--- src/rtl/tmr_clk_pkg.sv ---
package tmr_clk_pkg;
  localparam int MODE_W = 3;
  localparam int SEL_W  = 3;

  // slave-mode code that turns on event counting
  localparam logic [MODE_W-1:0] SMODE_EVENT = 3'd7;
  // trigger-select code naming the software update bit
  localparam logic [SEL_W-1:0]  TSEL_SOFT   = 3'd0;

  typedef enum logic [1:0] {
    SRC_BUSCLK = 2'd0,
    SRC_EDGE   = 2'd1,
    SRC_NONE   = 2'd2
  } tick_src_e;

  function automatic tick_src_e pick_source(input logic [MODE_W-1:0] mode,
                                            input logic [SEL_W-1:0]  sel);
    if (mode != SMODE_EVENT) return SRC_BUSCLK;
    if (sel == TSEL_SOFT)    return SRC_NONE;
    return SRC_EDGE;
  endfunction
endpackage

--- src/rtl/tmr_trig_edge.sv ---
module tmr_trig_edge
  import tmr_clk_pkg::*;
#(
  parameter int NUM_TRIG    = 7,
  parameter int SYNC_STAGES = 2
) (
  input  logic                clk,
  input  logic                rst,
  input  logic [NUM_TRIG-1:0] trig_in,
  input  logic [SEL_W-1:0]    trig_sel,
  output logic                rise
);
  logic                   picked;
  logic [SYNC_STAGES-1:0] sync_q;
  logic                   last_q;

  // select code k picks line k-1; code 0 picks nothing
  always_comb begin
    picked = 1'b0;
    for (int i = 0; i < NUM_TRIG; i++) begin
      if (trig_sel == SEL_W'(i + 1)) picked = trig_in[i];
    end
  end

  // synchronizer chain, one flop per stage
  always_ff @(posedge clk) begin
    if (rst) sync_q[0] <= 1'b0;
    else     sync_q[0] <= picked;
  end

  for (genvar s = 1; s < SYNC_STAGES; s++) begin : g_sync
    always_ff @(posedge clk) begin
      if (rst) sync_q[s] <= 1'b0;
      else     sync_q[s] <= sync_q[s-1];
    end
  end

  always_ff @(posedge clk) begin
    if (rst) last_q <= 1'b0;
    else     last_q <= sync_q[SYNC_STAGES-1];
  end

  assign rise = sync_q[SYNC_STAGES-1] & ~last_q;
endmodule

--- src/rtl/tmr_div_stage.sv ---
module tmr_div_stage #(
  parameter int W = 16
) (
  input  logic         clk,
  input  logic         rst,
  input  logic         step,
  input  logic         wrap,
  input  logic         clr,
  output logic [W-1:0] q
);
  always_ff @(posedge clk) begin
    if (rst || clr)     q <= '0;
    else if (step) begin
      if (wrap)         q <= '0;
      else              q <= q + 1'b1;
    end
  end
endmodule

--- src/rtl/tmr_clksel_top.sv ---
module tmr_clksel_top
  import tmr_clk_pkg::*;
#(
  parameter int NUM_TRIG    = 7,
  parameter int SYNC_STAGES = 2,
  parameter int PSC_W       = 16,
  parameter int CNT_W       = 16
) (
  input  logic                clk,
  input  logic                rst,
  input  logic                en,
  input  logic [NUM_TRIG-1:0] trig_in,
  input  logic                sw_upd,
  input  logic [MODE_W-1:0]   slave_mode,
  input  logic [SEL_W-1:0]    trig_sel,
  input  logic [PSC_W-1:0]    psc_val,
  input  logic [CNT_W-1:0]    reload_val,
  output logic [CNT_W-1:0]    cnt_q,
  output logic                upd_evt,
  output logic                psc_tick,
  output logic                cnt_tick
);
  tick_src_e        src;
  logic             edge_tick;
  logic             src_tick;
  logic             psc_step, psc_wrap;
  logic             cnt_step, cnt_wrap;
  logic [PSC_W-1:0] psc_cur;

  tmr_trig_edge #(
    .NUM_TRIG    (NUM_TRIG),
    .SYNC_STAGES (SYNC_STAGES)
  ) u_edge (
    .clk      (clk),
    .rst      (rst),
    .trig_in  (trig_in),
    .trig_sel (trig_sel),
    .rise     (edge_tick)
  );

  // tick source: bus clock, detected edge, or none (software trigger in event mode)
  always_comb begin
    src = pick_source(slave_mode, trig_sel);
    unique case (src)
      SRC_BUSCLK: src_tick = 1'b1;
      SRC_EDGE:   src_tick = edge_tick;
      default:    src_tick = 1'b0;
    endcase
  end

  // software update overrides any step in the same cycle
  assign psc_step = en & src_tick & ~sw_upd;
  assign psc_wrap = psc_cur >= psc_val;
  assign cnt_step = psc_step & psc_wrap;
  assign cnt_wrap = cnt_q >= reload_val;

  tmr_div_stage #(.W(PSC_W)) u_psc (
    .clk  (clk),
    .rst  (rst),
    .step (psc_step),
    .wrap (psc_wrap),
    .clr  (sw_upd),
    .q    (psc_cur)
  );

  tmr_div_stage #(.W(CNT_W)) u_cnt (
    .clk  (clk),
    .rst  (rst),
    .step (cnt_step),
    .wrap (cnt_wrap),
    .clr  (sw_upd),
    .q    (cnt_q)
  );

  // strobes registered so they line up with the new counter value
  always_ff @(posedge clk) begin
    if (rst) begin
      upd_evt  <= 1'b0;
      psc_tick <= 1'b0;
      cnt_tick <= 1'b0;
    end else begin
      upd_evt  <= sw_upd | (cnt_step & cnt_wrap);
      psc_tick <= psc_step;
      cnt_tick <= cnt_step;
    end
  end
endmodule

--- config.mk ---
export PLATFORM = sky130hd
export DESIGN_NAME = tmr_clksel_top
export DESIGN_NICKNAME = d
export VERILOG_FILES = /design/src/rtl/tmr_clk_pkg.sv /design/src/rtl/tmr_trig_edge.sv /design/src/rtl/tmr_div_stage.sv /design/src/rtl/tmr_clksel_top.sv
export SDC_FILE = /design/constraint.sdc
export NUM_CORES = 1
export LEC_CHECK = 0
export ABC_AREA = 1
export BUFFER_PORTS_ARGS = -buffer_cell sky130_fd_sc_hd__buf_2
export CORE_MARGIN = 2
export CORE_UTILIZATION = 49
export DETAILED_ROUTE_END_ITERATION = 6
export GPL_TIMING_DRIVEN = 0
export PLACE_DENSITY_LB_ADDON = 0.3
export SLEW_MARGIN = 5
export SYNTH_ARGS = -nofsm -noshare
export SYNTH_HDL_FRONTEND = slang
export SYNTH_HIERARCHICAL = 1
export SYNTH_SLANG_ARGS = --single-unit
export TNS_END_PERCENT = 50
--- constraint.sdc ---
create_clock -name clk -period 5.6 [get_ports clk]
set_clock_uncertainty 0.15 [all_clocks]
set_input_delay 0.56 -clock clk [delete_from_list [all_inputs] [get_ports clk]]
set_output_delay 0.56 -clock clk [all_outputs]
set_load 0.03 [all_outputs]
# Word-level counts from Yosys, hierarchy flattened
# Cells that the tools add are included.
word_totals:
  reg_bits: 38
  output_inout_bits: 19
op_classes:
  addsub: 2
  magnitude_cmp: 2
  n_eq_ne: 9
  n_mux: 17
  bitwise_logic: 8
  reduce_logical: 3
op_table:
  columns: ["cell", "count"]
  rows:
  - ["16-bit by 1-bit adder with 16-bit output, second input constant", 2]
  - ["16-bit greater-or-equal comparator", 2]
  - ["16-bit 2-to-1 mux", 2]
  - ["3-bit == test, second input constant", 4]
  - ["1-bit 2-to-1 mux", 10]
  - ["2-bit 2-to-1 mux", 4]
  - ["3-bit by 2-bit == test with 1-bit output, second input constant", 2]
  - ["1-bit AND", 5]
  - ["3-bit by 1-bit == test with 1-bit output, second input constant", 1]
  - ["3-bit zero test", 1]
  - ["3-bit inequality test, second input constant", 1]
  - ["2-bit by 1-bit == test with 1-bit output, second input constant", 1]
  - ["2-bit zero test", 1]
  - ["1-bit NOT", 2]
  - ["1-bit case mux with 2 select lines", 1]
  - ["1-bit logical OR", 1]
  - ["1-bit bitwise OR", 1]

# Depth between registers and ports, before layout
# Gate-level depths: netlist of the first run.
logic_depth:
  word_depth: 12
  mapped_depth: 20
  ltp_nobuf: 20

# Cells and area by module
# The synthesis of the first run kept the hierarchy.
by_module_without_submodules:
  columns: ["module", "n_inst", "cells_each", "area_per_inst_um2"]
  rows:
  - ["tmr_div_stage", 2, 119, 807.0]
  - ["tmr_clksel_top", 1, 164, 1016.0]
  - ["tmr_trig_edge", 1, 35, 185.2]

# Worst setup path before layout of the first run
# OpenSTA, ideal clock, no wires.
synth_path:
  kind: "in2reg"
  start: "input psc_val[11]"
  end: "register u_cnt.q[13]"
  setup_time_ns: 0.116
  arrival_ns: 2.096
  setup_slack_ns: 3.238
  cell_stages: 16
  cell_sequence: "inv_1 > ha_1 > nand2_1 > o21bai_1 > a21oi_1 > nor2_1 > nand2_2 > nand2_2 > inv_1 > nand2_2 > nor2_4 > nand2_4 > nor2_4 > nand3_1 > nand2_1 > nor2_1"
synth_via:
  elab_chain_cells: 2
synth_lines:
  columns: ["element", "line", "source"]
  rows:
  - ["start, declared", "tmr_clksel_top.sv:16", "input logic [PSC_W-1:0] psc_val,"]
  - ["16-bit greater-or-equal comparator", "tmr_clksel_top.sv:53", "assign psc_wrap = psc_cur >= psc_val;"]
  - ["named net psc_wrap", "tmr_clksel_top.sv:26", "logic psc_step, psc_wrap;"]
  - ["1-bit AND", "tmr_clksel_top.sv:54", "assign cnt_step = psc_step & psc_wrap;"]
  - ["named net cnt_step", "tmr_clksel_top.sv:27", "logic cnt_step, cnt_wrap;"]
  - ["end signal, assigned", "tmr_div_stage.sv:15", "else q <= q + 1'b1;"]
  - ["end, declared", "tmr_div_stage.sv:9", "output logic [W-1:0] q"]
# The timed path passes the listed nets, and every way through them passes these cells.
# A chain may end at the register's enable or synchronous reset.

# Worst setup path after layout of the first run
layout_path:
  start: "register u_psc.q[0]"
  end: "register u_cnt.q[13]"
layout_via:
  elab_chain_cells: 2
layout_lines:
  columns: ["element", "line"]
  rows:
  - ["start, declared", "tmr_div_stage.sv:9"]
  - ["start signal, assigned", "tmr_div_stage.sv:15"]
  - ["16-bit greater-or-equal comparator", "tmr_clksel_top.sv:53"]
  - ["named net psc_wrap", "tmr_clksel_top.sv:26"]
  - ["1-bit AND", "tmr_clksel_top.sv:54"]
  - ["named net cnt_step", "tmr_clksel_top.sv:27"]
# The timed path passes the listed nets, and every way through them passes these cells.

==> results of run 1 <==
worst min-delay path, delay by kind of cell (launching register included):
| family | cells | cell delay (ns) |
|---|---|---|
| simple gates | 1 | 0.03 |
| flops | 1 | 0.30 |
| buf+inv | 1 | 0.04 |
cell families (layout without fill, tap and decap cells):
group	Yosys count	in the layout	share of synthesized area (%)
AOI/OAI and AO/OA	51	51	9.87
buffers and inverters	91	166	12.7
adders and majority gates	34	34	15.1
and+or+nand+nor	223	223	35.3
DFF	38	38	27.0
power breakdown:
part           switching [W]  internal (W)  total [W]
Sequential       0.000000880      0.000272   0.000273
Combinational      0.0000324     0.0000282  0.0000606
Clock              0.0000982      0.000190   0.000288
synth_stat cells (3+ instances only):
library cell              count  share of area (%)
sky130_fd_sc_hd__inv_1       86                 11
sky130_fd_sc_hd__dfxtp_1     38                 27
sky130_fd_sc_hd__nand3_1     20                3.6
sky130_fd_sc_hd__ha_1        34                 15
sky130_fd_sc_hd__inv_2        3               0.40
sky130_fd_sc_hd__a21oi_1     29                5.2
sky130_fd_sc_hd__o21ai_0     10                1.8
sky130_fd_sc_hd__nor2_1      64                8.5
sky130_fd_sc_hd__o21ai_1      3               0.53
sky130_fd_sc_hd__nor2_4       6                2.4
sky130_fd_sc_hd__nor3_1       6                1.1
sky130_fd_sc_hd__nand2_1    105                 14
sky130_fd_sc_hd__nand4_1      3               0.67
sky130_fd_sc_hd__nand2_2      9                2.0
metrics by stage:
stage | hold slack (ns) | setup slack [ns] | area, sq um | utilization (%)
5_1_grt | 0.271 | 2.88 | 3380 | 61.1
4_1_cts | 0.247 | 3.15 | 3380 | 61.1
3_3_place_gp | 0.242 | 2.92 | 3240 | 58.5
6_report | 0.245 | 3.15 | 3380 | 61.1
3_5_place_dp | 0.248 | 2.87 | 3240 | 58.5
2_1_floorplan | 0.238 | 3.24 | 2820 | -
final timing paths:
kind | startpoint | slack (ns) | cells past startpoint | endpoint
min reg2reg | u_edge/sync_q[0] | 0.24 | 2 | u_edge/sync_q[1]
min | u_edge/sync_q[0] | 0.24 | 2 | u_edge/sync_q[1]
max reg2reg | u_psc/q[0] | 3.15 | 19 | u_cnt/q[13]
max | u_psc/q[0] | 3.15 | 19 | u_cnt/q[13]
cell usage in the layout (no fill, tap or decap), types with 9 or more instances in the layout:
cell type	netlist	final
sky130_fd_sc_hd__o21ai_0	10	10
sky130_fd_sc_hd__nor2_1	64	64
sky130_fd_sc_hd__nand2_2	9	9
sky130_fd_sc_hd__buf_2	0	67
sky130_fd_sc_hd__a21oi_1	29	29
sky130_fd_sc_hd__dfxtp_1	38	38
sky130_fd_sc_hd__inv_1	86	86
sky130_fd_sc_hd__nand2_1	105	105
sky130_fd_sc_hd__nand3_1	20	20
sky130_fd_sc_hd__ha_1	34	34
layout make-up:
class,count,area (sq um),area share [%]
repair buffers,67,335,9.91
clock inverters,2,60.1,1.78
inverters,89,334,9.87
plain buffers,2,22.5,0.666
clock buffers,6,82.6,2.44
multi-input cells,308,1700,50.2
flip-flops and latches,38,761,22.5
well taps,72,90.1,2.66
per-layer routing:
layer / vias up / share of wire (%) / track usage [%] / wire length [um]
met4: 0 / 1.1 / 4.92 / 60
li1: 1504 / - / - / -
met2: 43 / 51 / 35.9 / 2910
met1: 1215 / 44 / 20.5 / 2490
met5: - / 0 / 0 / 0
met3: 7 / 3.6 / 3.73 / 204
sequential cells by signal, indices dropped and copies added (netlist names):
| name | flops |
|---|---|
| u_cnt/q | 16 |
| u_psc/q | 16 |
| u_edge/sync_q | 2 |
| cnt_tick | 1 |
| psc_tick | 1 |
| u_edge/last_q | 1 |
| upd_evt | 1 |
==> insert_results.sql, run 1 <==
INSERT INTO impl_metrics (metric_group, metric, value, unit) VALUES
('logic_synthesis', 'postSynth.topFlopCell', 'sky130_fd_sc_hd__dfxtp_1', ''),
('global_route', 'wire_length_of_the_first_global_routing_pass', '9.60', 'mm'),
('logic_synthesis', 'synthCells', '437', ''),
('floorplan', 'die_height', '79.8', 'um'),
('worst_setup_path', 'cp_data_arrival_time', '2.49', 'ns'),
('cts', 'clkSlewWorstSetupHoldPaths', '0.08', 'ns'),
('floorplan', 'floorplan.die.width', '79.8', 'um'),
('pwr', 'power.density', '184', 'nW/um^2'),
('sta', 'grt_setup_unrepaired', 'no', ''),
('sta', 'setup-violations-final', '0', ''),
('cts', 'cts_tree', 'built', ''),
('final_layout', 'layout-drive-gt1-share', '20.5', '%'),
('worst_setup_path', 'slowest_stage', 'sky130_fd_sc_hd__dfxtp_1', ''),
('cts', 'htreeDepth', '2', ''),
('global_route', 'grt_start_max_net_pins', '13', ''),
('logic_synthesis', 'ys_async_sr_fraction', '0', '%'),
('logic_synthesis', 'synthesis.area_per_instance', '6.44', 'sq um'),
('logic_synthesis', 'syn-num-nets', '520', ''),
('status', 'outcome', 'finished, final reports clean', ''),
('placed_design', 'place.detailed.hpwl', '4.70', 'mm'),
('worst_setup_path', 'worstPathCellList', 'inv_1 -> ha_1 -> nand2_1 -> nor2_1 -> nor2_1 -> nand2_1 -> nand2_1 -> nand2_1 -> nand2_1 -> nand2_2 -> nand2_2 -> inv_1 -> nand2_2 -> nor2_4 -> nand2_4 -> nor2_4 -> nand3_1 -> nand2_1 -> nor2_1', ''),
('cts', 'clkSinkCount', '38', ''),
('cts', 'postCtsResizedCells', '0', ''),
('logic_synthesis', 'netlist-cell-type-count', '28', ''),
('cts', 'cts-buffers-inserted', '5', ''),
('global_route', 'overflow', '0', ''),
('placed_design', 'placedCellCount', '576', ''),
('final_layout', 'num-fill-cells', '546', ''),
('sta', 'fin_crit_sh', '43.8', '%'),
('detailed_routing', 'post-route-drc-count', '0', ''),
('flow_run', 'maxCapViolCount', '0', ''),
('floorplan', 'initial_utilization', '50.8', '%'),
('worst_setup_path', 'start_kind', 'flop', ''),
('cts', 'ctsHoldBuffers', '0', ''),
('detailed_routing', 'initialDrtViolationCount', '72', ''),
('detailed_routing', 'overall_via_count_from_detail_route', '2769', ''),
('sta', 'timing.max_slew.rel_slack', '82.8', '%'),
('sta', 'period_minus_slack', '2.45', 'ns'),
('floorplan', 'ioPinCount', '68', ''),
('worst_setup_path', 'worst-path-buf-inv', '2', ''),
('sta', 'slew_violations', '0', ''),
('sta', 'finalSetupTns', '0', 'ns'),
('final_layout', 'design.final.nets', '594', ''),
('final_layout', 'insertedDiodeCount', '0', ''),
('worst_setup_path', 'criticalPathCategory', 'flop to flop', ''),
('final_layout', 'area_growth', '20.2', '%'),
('worst_setup_path', 'crit_path_max_fanout', '6', ''),
('worst_setup_path', 'setup.worst_path.end_class', 'flop', ''),
('detailed_routing', 'wirelength', '5.67', 'mm'),
('cts', 'root_buffer', 'sky130_fd_sc_hd__clkbuf_8', ''),
('global_route', 'first_global_vias', '2434', ''),
('sta', 'tightest_slew', '0.256', 'ns'),
('global_route', 'grt_antenna_before_repair', '0', ''),
('floorplan', 'fp.coreArea', '5540', 'sq um'),
('detailed_routing', 'number_of_vias_per_cell_after_detailed_routing', '4.74', ''),
('floorplan', 'fp-row-count', '27', ''),
('placed_design', 'numPortBuffers', '67', ''),
('cts', 'max_root_sink_buffers', '2', ''),
('cts', 'post_cts_buffers', '0', ''),
('logic_synthesis', 'synth_sequential_area_ratio', '27.0', '%'),
('worst_setup_path', 'crit_required', '5.64', 'ns'),
('sta', 'finalHoldViolations', '0', ''),
('detailed_routing', 'wl_per_cell', '9.70', 'um'),
('global_route', 'grt_util_all_layers', '18.6', '%'),
('logic_synthesis', 'yosys_warnings', '6', ''),
('detailed_routing', 'dr.pass1.iters', '4', ''),
('floorplan', 'die_outline_area', '6370', 'sq um'),
('detailed_routing', 'antenna_violating_nets_post_route', '0', ''),
('pwr', 'totalPowerFinal', '0.000622', 'W'),
('placed_design', 'gp_routability_congestion', '0.875', ''),
('cts', 'clk_latency', '0.29', 'ns'),
('logic_synthesis', 'number_of_synthesized_register_bits', '38', ''),
('worst_setup_path', 'critical-path-top-cell-by-count', 'sky130_fd_sc_hd__nand2_1', ''),
('worst_setup_path', 'worst_path_largest_cell_delay', '0.40', 'ns'),
('sta', 'maxClockFrequency', '408', 'MHz'),
('logic_synthesis', 'syn-cell-area', '2820', 'sq um'),
('logic_synthesis', 'synth-edff-count', '0', ''),
('worst_setup_path', 'critical-path-top-delay-family', 'simple AND/OR/NAND/NOR gates', ''),
('pwr', 'vdd_drop_max', '126', 'uV'),
('pwr', 'static-leakage-power', '1.89', 'nW'),
('min_path', 'worst_hold_path_type', 'flop to flop', ''),
('final_layout', 'stdcell_count', '584', '');
Note: power is estimated with default switching activity, not from simulation.
==> run 2, diff against run 1 <==
--- a/config.mk
+++ b/config.mk
@@ -5,7 +5,7 @@
 export SDC_FILE = /design/constraint.sdc
 export NUM_CORES = 1
 export LEC_CHECK = 0
-export ABC_AREA = 1
+export ABC_AREA = 0
 export BUFFER_PORTS_ARGS = -buffer_cell sky130_fd_sc_hd__buf_2
 export CORE_MARGIN = 2
 export CORE_UTILIZATION = 49
==> constraint.sdc (replaced) <==
create_clock -name clk -period 2.4 [get_ports clk]
set_clock_uncertainty 0.15 [all_clocks]
set_input_delay 0.24 -clock clk [delete_from_list [all_inputs] [get_ports clk]]
set_output_delay 0.24 -clock clk [all_outputs]
set_load 0.03 [all_outputs]
==> insert_results.sql, run 2 <==
INSERT INTO impl_metrics (metric_group, metric, value, unit) VALUES
('worst_setup_path', 'ff2ff_setup_slack', '-0.38', 'ns'),
('sta', 'fin_crit_sh', '116', '%'),
('status', 'violations', 'setup timing', ''),
('worst_setup_path', 'setup.worst_path.end_class', 'flop', ''),
('logic_synthesis', 'synthMostInstantiatedCell', 'sky130_fd_sc_hd__inv_1', ''),
('worst_setup_path', 'rr_startpoint', 'u_psc/q[14]', ''),
('final_layout', 'postLayoutCoreUtil', '69.9', '%'),
('floorplan', 'initial_utilization', '51.2', '%'),
('floorplan', 'floorplan.die.width', '77.5', 'um'),
('floorplan', 'die_height', '77.5', 'um'),
('worst_setup_path', 'cp_data_arrival_time', '2.85', 'ns'),
('logic_synthesis', 'syn-num-nets', '392', ''),
('status', 'outcome', 'finished, violations left', ''),
('sta', 'timing.max_slew.rel_slack', '67.9', '%'),
('pwr', 'static-leakage-power', '1.61', 'nW'),
('worst_setup_path', 'worstPathCellList', 'ha_4 -> nand4_4 -> nor3_4 -> or4b_4 -> a31oi_4 -> buf_6 -> nand3_4 -> nor4_1 -> mux2i_1', ''),
('final_layout', 'final_common_cell', 'sky130_fd_sc_hd__buf_2', ''),
('sta', 'maxClockFrequency', '360', 'MHz'),
('final_layout', 'top_regs', 'u_cnt/q: 16 flops, u_psc/q: 16 flops, u_edge/sync_q: 2 flops', ''),
('detailed_routing', 'post-route-drc-count', '0', ''),
('detailed_routing', 'number_of_vias_per_cell_after_detailed_routing', '5.57', ''),
('logic_synthesis', 'synth_top_cell_area_share', '28.7', '%'),
('worst_setup_path', 'start_kind', 'flop', ''),
('global_route', 'overflow', '0', ''),
('global_route', 'first_global_vias', '2460', ''),
('flow_run', 'maxCapViolCount', '0', ''),
('placed_design', 'placedCellCount', '446', ''),
('pwr', 'pwr-share-seq', '50.4', '%'),
('final_layout', 'num-fill-cells', '391', ''),
('logic_synthesis', 'ys_async_sr_fraction', '0', '%'),
('worst_setup_path', 'slowest_stage', 'sky130_fd_sc_hd__or4b_4', ''),
('placed_design', 'numPortBuffers', '67', ''),
('sta', 'finalHoldViolations', '0', ''),
('detailed_routing', 'wirelength', '6.21', 'mm'),
('placed_design', 'place.detailed.hpwl', '4.52', 'mm'),
('worst_setup_path', 'critical-path-top-delay-family', 'simple AND/OR/NAND/NOR gates', ''),
('detailed_routing', 'antenna_violating_nets_post_route', '0', ''),
('logic_synthesis', 'postSynth.topFlopCell', 'sky130_fd_sc_hd__dfxtp_1', ''),
('detailed_routing', 'initialDrtViolationCount', '103', ''),
('placed_design', 'dpl-instance-area', '3160', 'sq um'),
('worst_setup_path', 'crit_required', '2.47', 'ns'),
('cts', 'cts-buffers-inserted', '5', ''),
('cts', 'clk_latency', '0.29', 'ns'),
('logic_synthesis', 'yosys_warnings', '6', ''),
('pwr', 'relative_contribution_of_the_clock_network_to_total_power', '36.0', '%'),
('worst_setup_path', 'criticalPathCategory', 'flop to flop', ''),
('detailed_routing', 'overall_via_count_from_detail_route', '2623', ''),
('placed_design', 'gp_routability_congestion', '0.772', ''),
('global_route', 'grt_util_all_layers', '22.0', '%'),
('pwr', 'power_switching', '0.000307', 'W'),
('final_layout', 'area_growth', '36.4', '%'),
('floorplan', 'fp.coreArea', '5170', 'sq um'),
('logic_synthesis', 'number_of_synthesized_register_bits', '38', ''),
('sta', 'setup-violations-final', '21', ''),
('cts', 'clkSlewWorstSetupHoldPaths', '0.08', 'ns'),
('worst_setup_path', 'reg2reg_to', 'u_cnt/q[13]', ''),
('cts', 'root_buffer', 'sky130_fd_sc_hd__clkbuf_8', ''),
('final_layout', 'multi_input_comb_area', '1970', 'sq um'),
('pwr', 'p_sw_share', '24.4', '%'),
('final_layout', 'area.sequential', '790', 'sq um'),
('logic_synthesis', 'synth_area_leaders', 'sky130_fd_sc_hd__dfxtp_1, sky130_fd_sc_hd__ha_1, sky130_fd_sc_hd__inv_1, sky130_fd_sc_hd__mux2i_1, sky130_fd_sc_hd__a21oi_1', ''),
('final_layout', 'layout_common_cells', 'sky130_fd_sc_hd__buf_2, sky130_fd_sc_hd__inv_1, sky130_fd_sc_hd__ha_1, sky130_fd_sc_hd__dfxtp_1, sky130_fd_sc_hd__nand2_1', ''),
('logic_synthesis', 'netlist-cell-type-count', '47', ''),
('logic_synthesis', 'post_synth_most_frequent_cells', 'sky130_fd_sc_hd__inv_1, sky130_fd_sc_hd__dfxtp_1, sky130_fd_sc_hd__ha_1, sky130_fd_sc_hd__nand2_1, sky130_fd_sc_hd__a21oi_1', ''),
('global_route', 'grt_start_max_net_pins', '15', ''),
('global_route', 'grt_antenna_before_repair', '0', ''),
('worst_setup_path', 'worst-path-buf-inv', '1', ''),
('logic_synthesis', 'synth_area_leader_cell', 'sky130_fd_sc_hd__dfxtp_1', ''),
('sta', 'period_minus_slack', '2.78', 'ns'),
('pwr', 'p_comb_share', '13.5', '%'),
('floorplan', 'die_outline_area', '6010', 'sq um'),
('min_path', 'worstHoldEndpoint', 'u_edge/sync_q[0]', ''),
('logic_synthesis', 'synthesis.area_per_instance', '8.58', 'sq um'),
('min_path', 'worst_hold_path_type', 'input port to flop', ''),
('final_layout', 'layout-drive-gt1-share', '37.9', '%'),
('min_path', 'worst_hold_startpoint', 'trig_in[0]', ''),
('cts', 'cts_tree', 'built', ''),
('floorplan', 'ioPinCount', '68', ''),
('floorplan', 'fp-row-count', '26', ''),
('final_layout', 'insertedDiodeCount', '0', ''),
('final_layout', 'stdcell_count', '471', ''),
('logic_synthesis', 'synthCells', '309', ''),
('worst_setup_path', 'worst_path_largest_cell_delay', '0.53', 'ns'),
('final_layout', 'final_area', '3610', 'sq um'),
('logic_synthesis', 'synth-edff-count', '0', ''),
('detailed_routing', 'wl_per_cell', '13.2', 'um'),
('detailed_routing', 'dr.pass1.iters', '4', ''),
('sta', 'tightest_slew', '0.480', 'ns'),
('logic_synthesis', 'syn-cell-area', '2650', 'sq um'),
('sta', 'postLayoutSetupSlackWorst', '-0.377', 'ns'),
('sta', 'grt_setup_unrepaired', 'yes', ''),
('logic_synthesis', 'synth_sequential_area_ratio', '28.7', '%'),
('worst_setup_path', 'ff2ff_path_depth', '9', ''),
('worst_setup_path', 'crit_path_max_fanout', '7', ''),
('cts', 'clkSinkCount', '38', ''),
('final_layout', 'design.final.nets', '483', ''),
('cts', 'htreeDepth', '2', ''),
('global_route', 'wire_length_of_the_first_global_routing_pass', '10.9', 'mm'),
('cts', 'max_root_sink_buffers', '2', ''),
('pwr', 'power.density', '347', 'nW/um^2'),
('sta', 'slew_violations', '0', ''),
('pwr', 'totalPowerFinal', '0.00126', 'W'),
('min_path', 'worst_hold_path.num_cells', '3', ''),
('pwr', 'vdd_drop_max', '285', 'uV'),
('pwr', 'power.internal', '0.000949', 'W');
-- run 2: cell types whose count changed in the layout (fill, tap and decap cells not counted), sizes merged, moves of 9 or more --
cell,previous run,this run
a21oi,30,18
buf,69,88
inv,89,39
mux2i,0,14
nand2,116,24
nand2b,0,12
nand3,21,10
nand4,3,16
nor2,71,10
nor4,0,10
o31ai,0,9
-- run 2: worst max-delay path by stage --
stage / start / end / slack [ns] / depth (start not counted)
2_1_floorplan: u_psc/q[11] / u_cnt/q[10] / -0.20 / 9
3_3_place_gp: psc_val[15] / u_cnt/q[15] / -0.53 / 11
3_5_place_dp: psc_val[15] / u_cnt/q[15] / -0.57 / 11
4_1_cts: u_psc/q[14] / u_cnt/q[13] / -0.43 / 9
5_1_grt: u_psc/q[14] / u_cnt/q[13] / -0.47 / 9
6_report: u_psc/q[14] / u_cnt/q[13] / -0.38 / 9
-- run 2: layout make-up --
| class | instances | share of cell area [%] |
|---|---|---|
| multi-input combinational | 228 | 54.6 |
| clock buffer | 6 | 2.29 |
| inverter | 39 | 4.05 |
| timing repair buffer | 84 | 13.4 |
| buffer | 4 | 1.04 |
| sequential | 38 | 21.8 |
| tap | 70 | 2.42 |
| clock inverter | 2 | 0.346 |
-- run 2: layer usage --
layer	share of wire (%)	routed length (um)	global-route usage (%)	up-vias
li1	-	-	-	1316
met1	47	2910	29.7	1219
met2	46	2850	36.2	77
met3	5.5	344	3.72	11
met4	1.8	114	6.43	0
met5	0	0	0	-
-- run 2: logic make-up after synthesis --
group	Yosys count	synth area share (%)
xor gates and xnor gates	6	1.98
DFF	38	28.7
buffers and inverters	43	6.47
muxes	16	6.56
and+or+nand+nor	116	25.6
AOI/OAI and AO/OA	56	14.6
adders and majority gates	34	16.1
-- run 2: worst register-to-register path: cells and delay by family (launching register included) --
family,cells,cell delay (ns)
DFF,1,0.36
and+or+nand+nor,5,1.36
AOI/OAI and AO/OA,1,0.17
adders and majority gates,1,0.28
muxes,1,0.23
buffers and inverters,1,0.15
-- run 2: what timing repair did --
action                                  in CTS  in global routing
gates resized for setup                     27                 27
gates cloned                                 1                  1
buffers inserted                            10                  5
endpoints found under the setup margin      30                 30
pin swaps                                    9                  4
hold buffers                                 0                  0
-- run 2: metrics by stage --
step	TNS, ns	setup WS [ns]	hold WS, ns
2_1_floorplan	-1.62	-0.203	0.159
3_3_place_gp	-7.25	-0.530	0.280
3_5_place_dp	-8.71	-0.572	0.287
4_1_cts	-5.26	-0.432	0.0911
5_1_grt	-7.12	-0.471	0.175
6_report	-4.18	-0.377	0.102
-- run 2: power by group through the flow --
stage	Clock, W	Combinational (W)	Sequential [W]
2_1_floorplan	0	0.0000756	0.000654
6_report	0.000452	0.000170	0.000633
3_5_place_dp	0	0.000141	0.000651
4_1_cts	0.000462	0.000159	0.000634
3_3_place_gp	0	0.000135	0.000651
5_1_grt	0.000494	0.000193	0.000633
==> run 3, diff against run 2 <==
==> constraint.sdc (replaced) <==
create_clock -name clk -period 3.4 [get_ports clk]
set_clock_uncertainty 0.15 [all_clocks]
set_input_delay 0.34 -clock clk [delete_from_list [all_inputs] [get_ports clk]]
set_output_delay 0.34 -clock clk [all_outputs]
set_load 0.03 [all_outputs]
==> insert_results.sql, run 3 (synthesis results as in run 2) <==
INSERT INTO impl_metrics (metric_group, metric, value, unit) VALUES
('status', 'outcome', 'finished, final reports clean', ''),
('final_layout', 'insertedDiodeCount', '0', ''),
('global_route', 'grt_start_max_net_pins', '15', ''),
('cts', 'postCtsResizedCells', '0', ''),
('sta', 'fin_crit_sh', '90.4', '%'),
('detailed_routing', 'antenna_violating_nets_post_route', '0', ''),
('global_route', 'use_met2', '32.3', '%'),
('global_route', 'use_met3', '3.14', '%'),
('flow_run', 'maxCapViolCount', '0', ''),
('final_layout', 'area_growth', '19.5', '%'),
('final_layout', 'layout_common_cells', 'sky130_fd_sc_hd__buf_2, sky130_fd_sc_hd__inv_1, sky130_fd_sc_hd__dfxtp_1, sky130_fd_sc_hd__ha_1, sky130_fd_sc_hd__nand2_1', ''),
('floorplan', 'ioPinCount', '68', ''),
('placed_design', 'gp_routability_congestion', '0.788', ''),
('worst_setup_path', 'cp_data_arrival_time', '3.15', 'ns'),
('global_route', 'wire_length_of_the_first_global_routing_pass', '9.96', 'mm'),
('global_route', 'grt_util_all_layers', '20.1', '%'),
('final_layout', 'top_regs', 'u_cnt/q: 16 flops, u_psc/q: 16 flops, u_edge/sync_q: 2 flops', ''),
('detailed_routing', 'overall_via_count_from_detail_route', '2481', ''),
('min_path', 'worst_hold_startpoint', 'trig_in[0]', ''),
('worst_setup_path', 'rr_startpoint', 'u_psc/q[14]', ''),
('detailed_routing', 'wirelength', '5.69', 'mm'),
('sta', 'setup-violations-final', '0', ''),
('final_layout', 'num-fill-cells', '470', ''),
('worst_setup_path', 'critical_path.startpoint', 'u_psc/q[14]', ''),
('placed_design', 'placedCellCount', '446', ''),
('worst_setup_path', 'criticalPathCategory', 'flop to flop', ''),
('placed_design', 'numPortBuffers', '67', ''),
('global_route', 'met1_global_route_usage', '27.1', '%'),
('detailed_routing', 'initialDrtViolationCount', '145', ''),
('worst_setup_path', 'setup.worst_path.end_class', 'flop', ''),
('final_layout', 'design.final.nets', '466', ''),
('global_route', 'overflow', '0', ''),
('worst_setup_path', 'crit_required', '3.48', 'ns'),
('sta', 'finalSetupTns', '0', 'ns'),
('cts', 'ctsHoldBuffers', '0', ''),
('floorplan', 'initial_utilization', '51.2', '%'),
('cts', 'clkSinkCount', '38', ''),
('cts', 'root_buffer', 'sky130_fd_sc_hd__clkbuf_8', ''),
('detailed_routing', 'post-route-drc-count', '0', ''),
('min_path', 'worstHoldEndpoint', 'u_edge/sync_q[0]', ''),
('pwr', 'vdd_drop_max', '190', 'uV'),
('final_layout', 'stdcell_count', '454', ''),
('min_path', 'worst_hold_path.num_cells', '3', ''),
('floorplan', 'fp.coreArea', '5170', 'sq um'),
('floorplan', 'die_outline_area', '6010', 'sq um'),
('final_layout', 'layout-drive-gt1-share', '24.2', '%'),
('detailed_routing', 'number_of_vias_per_cell_after_detailed_routing', '5.46', ''),
('global_route', 'grt_most_used_layer', 'met2', ''),
('sta', 'grt_setup_unrepaired', 'no', ''),
('global_route', 'grt_antenna_before_repair', '0', ''),
('floorplan', 'floorplan.die.width', '77.5', 'um'),
('detailed_routing', 'dr.pass1.iters', '4', ''),
('cts', 'max_root_sink_buffers', '2', ''),
('sta', 'slew_violations', '0', ''),
('worst_setup_path', 'ff2ff_path_depth', '9', ''),
('pwr', 'static-leakage-power', '1.45', 'nW'),
('worst_setup_path', 'ff2ff_setup_slack', '0.33', 'ns'),
('global_route', 'first_global_vias', '2278', ''),
('sta', 'period_minus_slack', '3.07', 'ns'),
('cts', 'post_cts_buffers', '0', ''),
('sta', 'finalHoldViolations', '0', ''),
('min_path', 'worst_hold_path_type', 'input port to flop', ''),
('cts', 'cts-buffers-inserted', '5', ''),
('worst_setup_path', 'start_kind', 'flop', ''),
('sta', 'maxClockFrequency', '325', 'MHz'),
('placed_design', 'place.detailed.hpwl', '4.54', 'mm'),
('sta', 'tightest_slew', '0.447', 'ns'),
('worst_setup_path', 'reg2reg_to', 'u_cnt/q[8]', ''),
('cts', 'clkSlewWorstSetupHoldPaths', '0.08', 'ns'),
('final_layout', 'final_common_cell', 'sky130_fd_sc_hd__buf_2', ''),
('cts', 'htreeDepth', '2', ''),
('floorplan', 'fp-row-count', '26', ''),
('cts', 'clk_latency', '0.30', 'ns'),
('sta', 'timing.max_slew.rel_slack', '69.4', '%'),
('pwr', 'power.density', '275', 'nW/um^2'),
('worst_setup_path', 'crit_path_max_fanout', '9', ''),
('floorplan', 'die_height', '77.5', 'um'),
('detailed_routing', 'wl_per_cell', '12.5', 'um'),
('cts', 'cts_tree', 'built', '');
run 3: critical path, cell delays in order, from the launching register on:
cell	delay, ns
sky130_fd_sc_hd__dfxtp_1	0.35
sky130_fd_sc_hd__ha_1	0.34
sky130_fd_sc_hd__nand4_2	0.11
sky130_fd_sc_hd__nor3_2	0.27
sky130_fd_sc_hd__or4b_4	0.54
sky130_fd_sc_hd__a31oi_4	0.17
sky130_fd_sc_hd__buf_4	0.20
sky130_fd_sc_hd__nand4_2	0.18
sky130_fd_sc_hd__or4_1	0.55
sky130_fd_sc_hd__a21oi_1	0.15
run 3: area by class of cell:
class | instances | area (sq um) | area share, %
inverters | 39 | 146 | 4.62
multi-input cells | 228 | 1720 | 54.2
clock buffers | 6 | 82.6 | 2.61
clock inverters | 2 | 12.5 | 0.395
well taps | 70 | 87.6 | 2.76
flip-flops and latches | 38 | 761 | 24.0
repair buffers | 67 | 335 | 10.6
plain buffers | 4 | 25.0 | 0.790
run 3: per-stage QoR:
step	area, sq um	util, %	hold slack (ns)	total power, W	worst slack, ns
3_5_place_dp	3070	59.4	0.277	0.000556	0.237
3_3_place_gp	3070	59.4	0.278	0.000553	0.269
2_1_floorplan	2650	-	0.262	0.000513	0.607
5_1_grt	3170	61.2	0.203	0.000913	0.189
4_1_cts	3170	61.2	0.181	0.000879	0.326
6_report	3170	61.2	0.186	0.000871	0.327
run 3: how the worst max path moves through the flow:
| stage | end | slack, ns | cells past startpoint |
|---|---|---|---|
| 5_1_grt | u_cnt/q[8] | 0.19 | 9 |
| 2_1_floorplan | u_cnt/q[10] | 0.61 | 10 |
| 3_5_place_dp | u_cnt/q[9] | 0.24 | 11 |
| 4_1_cts | u_cnt/q[9] | 0.33 | 9 |
| 6_report | u_cnt/q[8] | 0.33 | 9 |
| 3_3_place_gp | u_cnt/q[8] | 0.27 | 11 |
run 3: layer usage:
metal  vias to the layer above  share of wire (%)
li1                       1282                  -
met1                      1128                 48
met2                        63                 45
met3                         8                5.5
met4                         0                1.4
met5                         -                  0
run 3: power breakdown:
part           internal [W]   total, W  switching [W]  leakage [nW]
clock network      0.000163   0.000325       0.000163        0.0472
registers          0.000448   0.000450     0.00000163         0.307
logic             0.0000469  0.0000953      0.0000484          1.09
